**config.mk**
```make
export PLATFORM = sky130hd
export DESIGN_NAME = wake_current_detector
export DESIGN_NICKNAME = d
export VERILOG_FILES = /design/src/rtl/wk_pkg.sv /design/src/rtl/wk_sync.sv /design/src/rtl/wk_strobe_gen.sv /design/src/rtl/wk_run_counter.sv /design/src/rtl/wake_current_detector.sv
export SDC_FILE = /design/constraint.sdc
export NUM_CORES = 1
export LEC_CHECK = 0
export ABC_AREA = 1
export CAP_MARGIN = 10
export CORE_MARGIN = 2
export CORE_UTILIZATION = 53
export CTS_BUF_LIST = sky130_fd_sc_hd__clkbuf_4 sky130_fd_sc_hd__clkbuf_8
export DETAILED_ROUTE_END_ITERATION = 12
export PLACE_DENSITY = 0.81
export SYNTH_ARGS = -nofsm -noshare
export SYNTH_HDL_FRONTEND = slang
export SYNTH_HIERARCHICAL = 1
export SYNTH_SLANG_ARGS = --single-unit
```
**constraint.sdc**
```tcl
create_clock -name clk -period 1.95 [get_ports clk]
set_clock_uncertainty 0.05 [all_clocks]
set_input_delay 0.39 -clock clk [delete_from_list [all_inputs] [get_ports clk]]
set_output_delay 0.39 -clock clk [all_outputs]
set_load 0.01 [all_outputs]
```
**src/rtl/wk_pkg.sv**
```systemverilog
package wk_pkg;
   typedef enum logic [1:0] {
      WK_IDLE = 2'd0,
      WK_RUN  = 2'd1,
      WK_CAL  = 2'd2
   } wk_mode_e;

   function automatic wk_mode_e wk_decode_mode(input logic det, input logic cal);
      if (cal)      return WK_CAL;
      else if (det) return WK_RUN;
      else          return WK_IDLE;
   endfunction
endpackage

```
**src/rtl/wk_sync.sv**
```systemverilog
module wk_sync #(
   parameter int STAGES = 2
) (
   input  logic clk,
   input  logic rst_n,
   input  logic d,
   output logic q
);
   generate
      if (STAGES == 0) begin : g_bypass
         assign q = d;
      end else if (STAGES == 1) begin : g_single
         logic r;
         always_ff @(posedge clk or negedge rst_n) begin
            if (!rst_n) r <= 1'b0;
            else        r <= d;
         end
         assign q = r;
      end else begin : g_chain
         logic [STAGES-1:0] sr;
         always_ff @(posedge clk or negedge rst_n) begin
            if (!rst_n) sr <= '0;
            else        sr <= {sr[STAGES-2:0], d};
         end
         assign q = sr[STAGES-1];
      end
   endgenerate
endmodule

```
**src/rtl/wk_strobe_gen.sv**
```systemverilog
module wk_strobe_gen #(
   parameter int PRESCALE = 128
) (
   input  logic clk,
   input  logic rst_n,
   input  logic run,
   input  logic clr,
   output logic stb
);
   localparam int PW = (PRESCALE > 1) ? $clog2(PRESCALE) : 1;
   localparam logic [PW-1:0] LAST = PW'(PRESCALE - 1);

   logic [PW-1:0] cnt;
   logic          at_end;

   assign at_end = (cnt == LAST);

   always_ff @(posedge clk or negedge rst_n) begin
      if (!rst_n)               cnt <= '0;
      else if (clr || !run)     cnt <= '0;
      else if (at_end)          cnt <= '0;
      else                      cnt <= cnt + 1'b1;
   end

   assign stb = run && !clr && at_end;
endmodule

```
**src/rtl/wk_run_counter.sv**
```systemverilog
module wk_run_counter
   import wk_pkg::*;
#(
   parameter int HITS = 16,
   parameter int CW   = $clog2(HITS + 1)
) (
   input  logic          clk,
   input  logic          rst_n,
   input  logic          clr,
   input  wk_mode_e      mode,
   input  logic          stb,
   input  logic          hit,
   output logic [CW-1:0] cnt,
   output logic          done
);
   localparam logic [CW-1:0] TOP  = CW'(HITS);
   localparam logic [CW-1:0] PREV = CW'(HITS - 1);

   logic counting;
   assign counting = (mode == WK_RUN);

   always_ff @(posedge clk or negedge rst_n) begin
      if (!rst_n)                 cnt <= '0;
      else if (clr || !counting)  cnt <= '0;
      else if (stb) begin
         if (!hit)                cnt <= '0;
         else if (cnt != TOP)     cnt <= cnt + 1'b1;
      end
   end

   assign done = counting && !clr && stb && hit && (cnt == PREV);
endmodule

```
**src/rtl/wake_current_detector.sv**
```systemverilog
module wake_current_detector
   import wk_pkg::*;
#(
   parameter int PRESCALE    = 128,
   parameter int HITS        = 16,
   parameter int SEL_W       = 4,
   parameter int SYNC_STAGES = 2
) (
   input  logic             clk,
   input  logic             rst_n,
   input  logic             det_en,
   input  logic             irq_en,
   input  logic             restart,
   input  logic             cal_en,
   input  logic [SEL_W-1:0] cmp_sel,
   input  logic             cmp_in,
   output logic [SEL_W-1:0] thr_code,
   output logic             amp_gnd,
   output logic             samp_raw,
   output logic             wake_flag,
   output logic             wake_irq
);
   localparam int CW = $clog2(HITS + 1);

   generate
      if (PRESCALE < 2) begin : g_bad_prescale
         $error("PRESCALE must be at least 2");
      end
      if (HITS < 1) begin : g_bad_hits
         $error("HITS must be at least 1");
      end
      if (SYNC_STAGES < 0 || SYNC_STAGES > 3) begin : g_bad_sync
         $error("SYNC_STAGES must be 0 to 3");
      end
      if (SEL_W < 1 || SEL_W > 8) begin : g_bad_sel
         $error("SEL_W must be 1 to 8");
      end
   endgenerate

   wk_mode_e      mode;
   logic          run_mode;
   logic          smp_on;
   logic          smp_stb;
   logic          cmp_s;
   logic [CW-1:0] hit_cnt;
   logic          hit_done;

   assign mode     = wk_decode_mode(det_en, cal_en);
   assign run_mode = (mode == WK_RUN);
   assign smp_on   = (mode != WK_IDLE);

   wk_sync #(.STAGES(SYNC_STAGES)) u_sync (
      .clk   (clk),
      .rst_n (rst_n),
      .d     (cmp_in),
      .q     (cmp_s)
   );

   wk_strobe_gen #(.PRESCALE(PRESCALE)) u_stb (
      .clk   (clk),
      .rst_n (rst_n),
      .run   (smp_on),
      .clr   (restart),
      .stb   (smp_stb)
   );

   wk_run_counter #(.HITS(HITS), .CW(CW)) u_cnt (
      .clk   (clk),
      .rst_n (rst_n),
      .clr   (restart),
      .mode  (mode),
      .stb   (smp_stb),
      .hit   (cmp_s),
      .cnt   (hit_cnt),
      .done  (hit_done)
   );

   always_ff @(posedge clk or negedge rst_n) begin
      if (!rst_n)        wake_flag <= 1'b0;
      else if (restart)  wake_flag <= 1'b0;
      else if (hit_done) wake_flag <= 1'b1;
   end

   always_ff @(posedge clk or negedge rst_n) begin
      if (!rst_n)       samp_raw <= 1'b0;
      else if (smp_stb) samp_raw <= cmp_s;
   end

   always_ff @(posedge clk or negedge rst_n) begin
      if (!rst_n) begin
         thr_code <= '0;
         amp_gnd  <= 1'b0;
      end else begin
         thr_code <= cmp_sel;
         amp_gnd  <= cal_en;
      end
   end

   assign wake_irq = wake_flag & irq_en;
endmodule

```
==> results of run 1 <==
## kinds of logic (layout without fill, tap and decap cells)
group | after synthesis | after routing | synth area share (%)
compound gates | 4 | 4 | 2.23
xor+xnor | 2 | 2 | 1.73
fa+ha+maj | 4 | 4 | 4.95
buf+inv | 21 | 48 | 7.80
flops | 21 | 21 | 52.0
simple gates | 62 | 62 | 31.3
## worst reg2reg max path, stage by stage, from the launching register on
cell,delay (ns)
dfrtp_1,0.40
ha_1,0.20
nand2_2,0.07
nor2_2,0.12
nand2_1,0.11
nor2_1,0.14
clkinv_1,0.10
nand4_2,0.18
nand2_4,0.09
nand2_1,0.07
nand2_1,0.05
## through the flow
step | worst slack (ns) | util (%) | area, µm² | hold slack, ns | TNS, ns
after detailed placement | -0.0194 | 71.4 | 1260 | 0.292 | -0.0614
final | 0.292 | 73.3 | 1290 | 0.316 | 0
after global routing | 0.113 | 73.3 | 1290 | 0.320 | 0
after global placement | 0.0253 | 71.4 | 1260 | 0.284 | 0
after CTS | 0.0453 | 73.1 | 1290 | 0.317 | 0
after floorplan | 0.374 | - | 1010 | 0.0444 | 0
## per-layer routing
layer	part of all wire, %	up-vias	global-route usage (%)
met2	50	30	35.9
met3	6.7	4	6.04
met4	1.1	0	6.49
met1	42	363	21.4
li1	-	405	-
met5	0	-	0
## what timing repair did
item | CTS | global route
setup buffers | 0 | 0
resized for setup | 0 | 1
endpoints found under the setup margin | 0 | 1
hold buffers | 0 | 0
## final timing paths
path | endpoint | slack [ns] | cells after the start
worst max-delay path | u_cnt/cnt[1] | 0.29 | 11
worst min-delay path | u_sync/g_chain.sr[1] | 0.32 | 0
worst max register to register | u_cnt/cnt[1] | 0.29 | 10
worst min register to register | u_sync/g_chain.sr[1] | 0.32 | 0
max in group asynchronous | thr_code[1] | 1.26 | 2
min in group asynchronous | amp_gnd | 0.38 | 2
## area by class of cell
class	count	area (µm²)	area share [%]
clock buffers	4	30.0	2.32
inverters	21	78.8	6.10
multi-input cells	72	407	31.5
flip-flops and latches	21	526	40.7
well taps	25	31.3	2.42
repair buffers	23	220	17.0
## where the power goes
part | internal [mW] | switching [mW]
combinational | 0.0399 | 0.0351
sequential | 0.446 | 0.00625
clock | 0.0933 | 0.117
total | 0.580 | 0.158
## state kept, by name (all words and copies together) (netlist names)
signal             cells
u_stb/cnt              7
u_cnt/cnt              5
thr_code               4
u_sync/g_chain.sr      2
amp_gnd                1
samp_raw               1
wake_flag              1
## synthesized netlist by cell type
cell       n
nand2_1   24
inv_2      3
nand2_2    2
clkinv_1   1
nand3_2    2
a21oi_1    3
xnor2_1    1
inv_1     17
nand4_2    1
nor2_1    16
nor2_2     1
dfrtp_1   21
o21bai_1   1
ha_1       4
nand2_4    2
nand4_1    5
nor3_1     1
nand3_1    6
or2_1      1
xor2_1     1
nor2_8     1
==> metrics.md, run 1 <==
| Metric | Value |
|---|---|
| Die X | 47.7 µm |
| Pwr Total | approximately 740 µW |
| Critical Path Source Type | input pin |
| Largest net degree at the start of global routing | 22 |
| CTS Buf Count | 3 |
| Period utilization | 85.0% |
| Routed Antenna Nets | 0 |
| Synth warnings | 6 |
| GP Congestion | 0.888 |
| Clock Tree Root | clkbuf_4 |
| Max incr delay on CP | 0.47 ns |
| Status | complete, no violations |
| Port bufs | 18 |
| Register clock-pin slew on the reported worst setup and hold paths | between 0.1 and 0.15 ns |
| Drt wl/cell | 11.1 µm |
| Critical Path AT | approximately 1.8 ns |
| Initial Util | 57.3% |
| Synth-to-layout area growth | 27.8% |
| Synth unique cells | 21 |
| Hold Path Class | reg -> reg |
| Crit. End Element | register |
| Top cells by area, synth | dfrtp_1, nand2_1, inv_1, nor2_1, ha_1 |
| Synth area leader | dfrtp_1 |
| Clk_lat worst skew | around 0.29 ns |
| Max-slew violations | 0 |
| Max Cap Viol | 0 |
| Finished Layout Cells | ~170 |
| Crit-path cells | clkdlybuf4s50_1 > or2_1 > inv_1 > nor2_1 > inv_1 > nor2_1 > clkinv_1 > nand4_2 > nand2_4 > nand2_1 > nand2_1 |
| CP max FO | 6 |
| Global Route Usage Sum | 19.6% |
| VDD IR max | 0.487 mV |
| Least-Margin Pin Slew | approximately 0.27 ns |
| Top cell type's share of synthesized area | 52.0% |
| Fmax achieved | roughly 600 MHz |
| Die Ht | 47.7 µm |
| Placed cells | 162 |
| Clk buf depth | 2 |
| # DRC | 0 |
| Die area | about 2300 µm² |
| #FFs+latches synth | 21 |
| First-pass GRT wire length | 3040 µm |
| Most common cell after layout, fill and taps aside | nand2_1 |
| Avg Inst Size Synth | 8.87 µm² |
| Pwr dens | between 500 and 600 nW/µm² |
| Required time of the worst setup path | 2.09 ns |
| DP Wirelength | 1440 µm |
| Vias | roughly 800 |
| Most frequent cells in the layout | nand2_1, dfrtp_1, inv_1, clkdlybuf4s50_1, nor2_1 |
| Bufs and invs on worst path | 4 |
| Synth Cell Area | 1010 µm² |
| Layout fillers | approximately 150 |
| Nets | 157 |
| Min-delay src | u_sync/g_chain.sr[0] |
| Origin of the worst setup path | cal_en |
| H-tree depth | 1 |
| Synthesized net count | 129 |
| Num rows | 15 |
| Slew HR | 82.2% |
| Post-Route WL | ~1800 µm |
| TritonCTS clock tree | built |
| Setup Crit Path Kind | in -> reg |
| RSZ-0062 raised after global routing | false |
| DRT Pass-1 Iters | 4 |
| Antenna Cells | 0 |
| Setup violations, final | 0 |
| Antenna violations before repair | 0 |
| # IOs | 19 |
| Post-Syn Instances | 114 |
| Via/cell ratio | roughly 4.8 |
| Slowest CP cell | clkdlybuf4s50_1 |
| Layout cell share with drive strength beyond 1 | 14.9% |
| Crit-path leading delay family | simple AND/OR/NAND/NOR gates |
| CTS Sinks | 21 |
| Core Region | 1760 µm² |
| Seq/Total Area, Yosys | between 50% and 60% |
| Worst R2R Start | u_stb/cnt[0] |
| DRT iter0 DRCs | 16 |
| Final Hold Viols | 0 |
| Min Clock Period, post-route | 1.66 ns |
| Vias in the first global route | 779 |
| LEAKAGE | 0.659 nW |
| GR Overflow Total | 0 |
No activity file was read; power rests on OpenSTA's default activity.
==> inputs of run 2 (changes only) <==
--- a/config.mk
+++ b/config.mk
@@ -11,6 +11,7 @@
 export CORE_UTILIZATION = 53
 export CTS_BUF_LIST = sky130_fd_sc_hd__clkbuf_4 sky130_fd_sc_hd__clkbuf_8
 export DETAILED_ROUTE_END_ITERATION = 12
+export GPL_TIMING_DRIVEN = 0
 export PLACE_DENSITY = 0.81
 export SYNTH_ARGS = -nofsm -noshare
 export SYNTH_HDL_FRONTEND = slang
==> run 2 against run 1 <==
Hold slack got worse by 0.0049 ns; design area is 1.8% lower; fmax down 13%; largest power group unchanged; die area unchanged; via count up 1.4%; sequential power about the same; non-clock buffer count shrank 5; combinational power down 6.0%; largest cell class unchanged.
==> metrics.md, run 2 (synthesized netlist as in run 1, its figures left out) <==
| Metric | Value |
|---|---|
| Pwr Total | 737 µW (was 738 µW) |
| RSZ-0062 raised after global routing | false (unchanged) |
| TritonCTS clock tree | built (unchanged) |
| GR Overflow Total | 0 (unchanged) |
| First-pass GRT wire length | 2950 µm (was 3040 µm) |
| Port bufs | 18 (unchanged) |
| Min Clock Period, post-route | 1.90 ns (was 1.66 ns) |
| Status | complete, no violations (unchanged) |
| Crit-path leading delay family | buffers and inverters (was simple AND/OR/NAND/NOR gates) |
| Synth-to-layout area growth | 25.5% (was 27.8%) |
| Max-slew violations | 0 (unchanged) |
| VDD IR max | 0.530 mV (was 0.487 mV) |
| Clk_lat worst skew | 0.29 ns (about the same) |
| LEAKAGE | 0.616 nW (was 0.659 nW) |
| Core Region | 1760 µm² (unchanged) |
| Worst path most repeated cell | clkdlybuf4s50_1 |
| CP max FO | 1 (was 6) |
| H-tree depth | 1 (unchanged) |
| Antenna violations before repair | 0 (unchanged) |
| Routed Antenna Nets | 0 (unchanged) |
| Sequential share of power | 61.4% (about the same) |
| Layout cell share with drive strength beyond 1 | 12.5% (was 14.9%) |
| # IOs | 19 (unchanged) |
| Max incr delay on CP | 0.52 ns (was 0.47 ns) |
| DRT iter0 DRCs | 23 (was 16) |
| Least-Margin Pin Slew | 0.892 ns (was 0.266 ns) |
| Fmax achieved | 528 MHz (was 603 MHz) |
| Critical Path Source Type | input pin (unchanged) |
| Num rows | 15 (unchanged) |
| Max Cap Viol | 0 (unchanged) |
| NetSw | 163 µW (was 158 µW) |
| Final Hold Viols | 0 (unchanged) |
| # DRC | 0 (unchanged) |
| Power share of the combinational group | 9.6% (was 10.2%) |
| Clk pwr share | 29.1% (was 28.5%) |
| Required time of the worst setup path | 1.51 ns (was 2.09 ns) |
| Drt wl/cell | 11.5 µm (was 11.1 µm) |
| Setup violations, final | 0 (unchanged) |
| Die X | 47.7 µm (unchanged) |
| Biggest register | u_stb/cnt (unchanged) |
| CTS Sinks | 21 (unchanged) |
| Switching portion of total power | 22.1% (was 21.4%) |
| Period utilization | 97.2% (was 85.0%) |
| Crit-path cells | clkdlybuf4s50_1 > nand2_1 > inv_1 > clkdlybuf4s50_1 (was clkdlybuf4s50_1 > or2_1 > inv_1 > nor2_1 > inv_1 > nor2_1 > clkinv_1 > nand4_2 > nand2_4 > nand2_1 > nand2_1) |
| Placed cells | 157 (was 162) |
| Via/cell ratio | 5.05 (was 4.83) |
| Clock Tree Root | clkbuf_4 (unchanged) |
| Most common cell after layout, fill and taps aside | nand2_1 (unchanged) |
| Internal power | 574 µW (was 580 µW) |
| Register clock-pin slew on the reported worst setup and hold paths | 0.11 ns (about the same) |
| Max reg flops | 7 (unchanged) |
| Vias in the first global route | 720 (was 779) |
| Slew HR | 40.4% (was 82.2%) |
| Setup Crit Path Kind | in -> out (was in -> reg) |
| Post-CTS Setup Inserts | 0 (unchanged) |
| Critical Path AT | 1.46 ns (was 1.80 ns) |
| Worst R2R Start | u_stb/cnt[0] (unchanged) |
| Global Route Usage Sum | 19.2% (was 19.6%) |
| Largest regs | u_stb/cnt x7, u_cnt/cnt x5, thr_code x4 (unchanged) |
| Antenna Cells | 0 (unchanged) |
| GP Congestion | 0.841 (was 0.888) |
| Min-delay src | u_sync/g_chain.sr[0] (unchanged) |
| DRT Pass-1 Iters | 4 (unchanged) |
| Die Ht | 47.7 µm (unchanged) |
| Clk buf depth | 2 (unchanged) |
| Crit. End Element | output port (was register) |
| Origin of the worst setup path | irq_en (was cal_en) |
| CTS Buf Count | 3 (unchanged) |
| Finished Layout Cells | 161 (was 166) |
| Nets | 152 (was 157) |
| Bufs and invs on worst path | 3 (was 4) |
| Largest net degree at the start of global routing | 22 (unchanged) |
| Die area | 2270 µm² (unchanged) |
| Hold Path Class | reg -> reg (unchanged) |
| Vias | 813 (was 802) |
| DP Wirelength | 1350 µm (was 1440 µm) |
| Initial Util | 57.3% (unchanged) |
| Pwr dens | 581 nW/µm² (was 571 nW/µm²) |
| Post-Route WL | 1850 µm (was 1840 µm) |
| Most frequent cells in the layout | nand2_1, dfrtp_1, clkdlybuf4s50_1, inv_1, nor2_1 (was nand2_1, dfrtp_1, inv_1, clkdlybuf4s50_1, nor2_1) |
| Slowest CP cell | clkdlybuf4s50_1 (unchanged) |
run 2: changes by cell type in the layout (fill, tap and decap cells not counted), sizes merged:
cell / previous run / this run
buf: 5 / 0
clkdlybuf4s50: 17 / 18
dlymetal6s2s: 1 / 0
run 2: what timing repair did:
item | CTS | global route
resized for setup | 1 | 2
gates cloned | 0 | 0
hold buffers | 0 | 0
hold endpoints to repair | 0 | 0
setup endpoints to repair | 4 | 5
run 2: through the flow:
| step | cell area (µm²) | setup slack (ns) | TNS, ns | hold WS, ns | util, % |
|---|---|---|---|---|---|
| floorplan | 1010 | 0.374 | 0 | 0.0444 | - |
| global placement | 1220 | -0.306 | -1.56 | 0.287 | 69.3 |
| detailed placement | 1220 | -0.339 | -1.64 | 0.287 | 69.3 |
| CTS | 1250 | 0.0379 | 0 | 0.314 | 71.1 |
| global route | 1270 | 0.00737 | 0 | 0.320 | 71.9 |
| finish | 1270 | 0.0547 | 0 | 0.311 | 71.9 |
run 2: final cells by class:
type	instances	area, µm²
well taps	25	31.3
clock buffers	4	30.0
fillers	150	495
inverters	21	78.8
repair buffers	18	180
multi-input cells	72	423
flip-flops and latches	21	526
run 2: worst paths after layout:
path | endpoint | slack (ns) | cells after the start
max in group asynchronous | u_stb/cnt[3] | 0.76 | 1
worst max register to register | u_cnt/cnt[1] | 0.25 | 10
min in group asynchronous | u_cnt/cnt[3] | 0.54 | 1
worst max-delay path | wake_irq | 0.05 | 4
worst min register to register | u_sync/g_chain.sr[1] | 0.31 | 0
worst min-delay path | u_sync/g_chain.sr[1] | 0.31 | 0
run 2: power by group through the flow:
stage / Clock (mW) / Combinational, mW / Sequential [mW]
after global routing: 0.242 / 0.0794 / 0.454
final: 0.214 / 0.0705 / 0.453
after detailed placement: 0 / 0.0686 / 0.461
after global placement: 0 / 0.0678 / 0.461
after floorplan: 0 / 0.0218 / 0.463
after CTS: 0.221 / 0.0697 / 0.453
run 2: metal layers:
metal	part of all wire [%]	track usage, %
met3	8.7	7.17
met1	40	22.7
met2	50	31.6
met5	0	0
met4	1.6	8.11
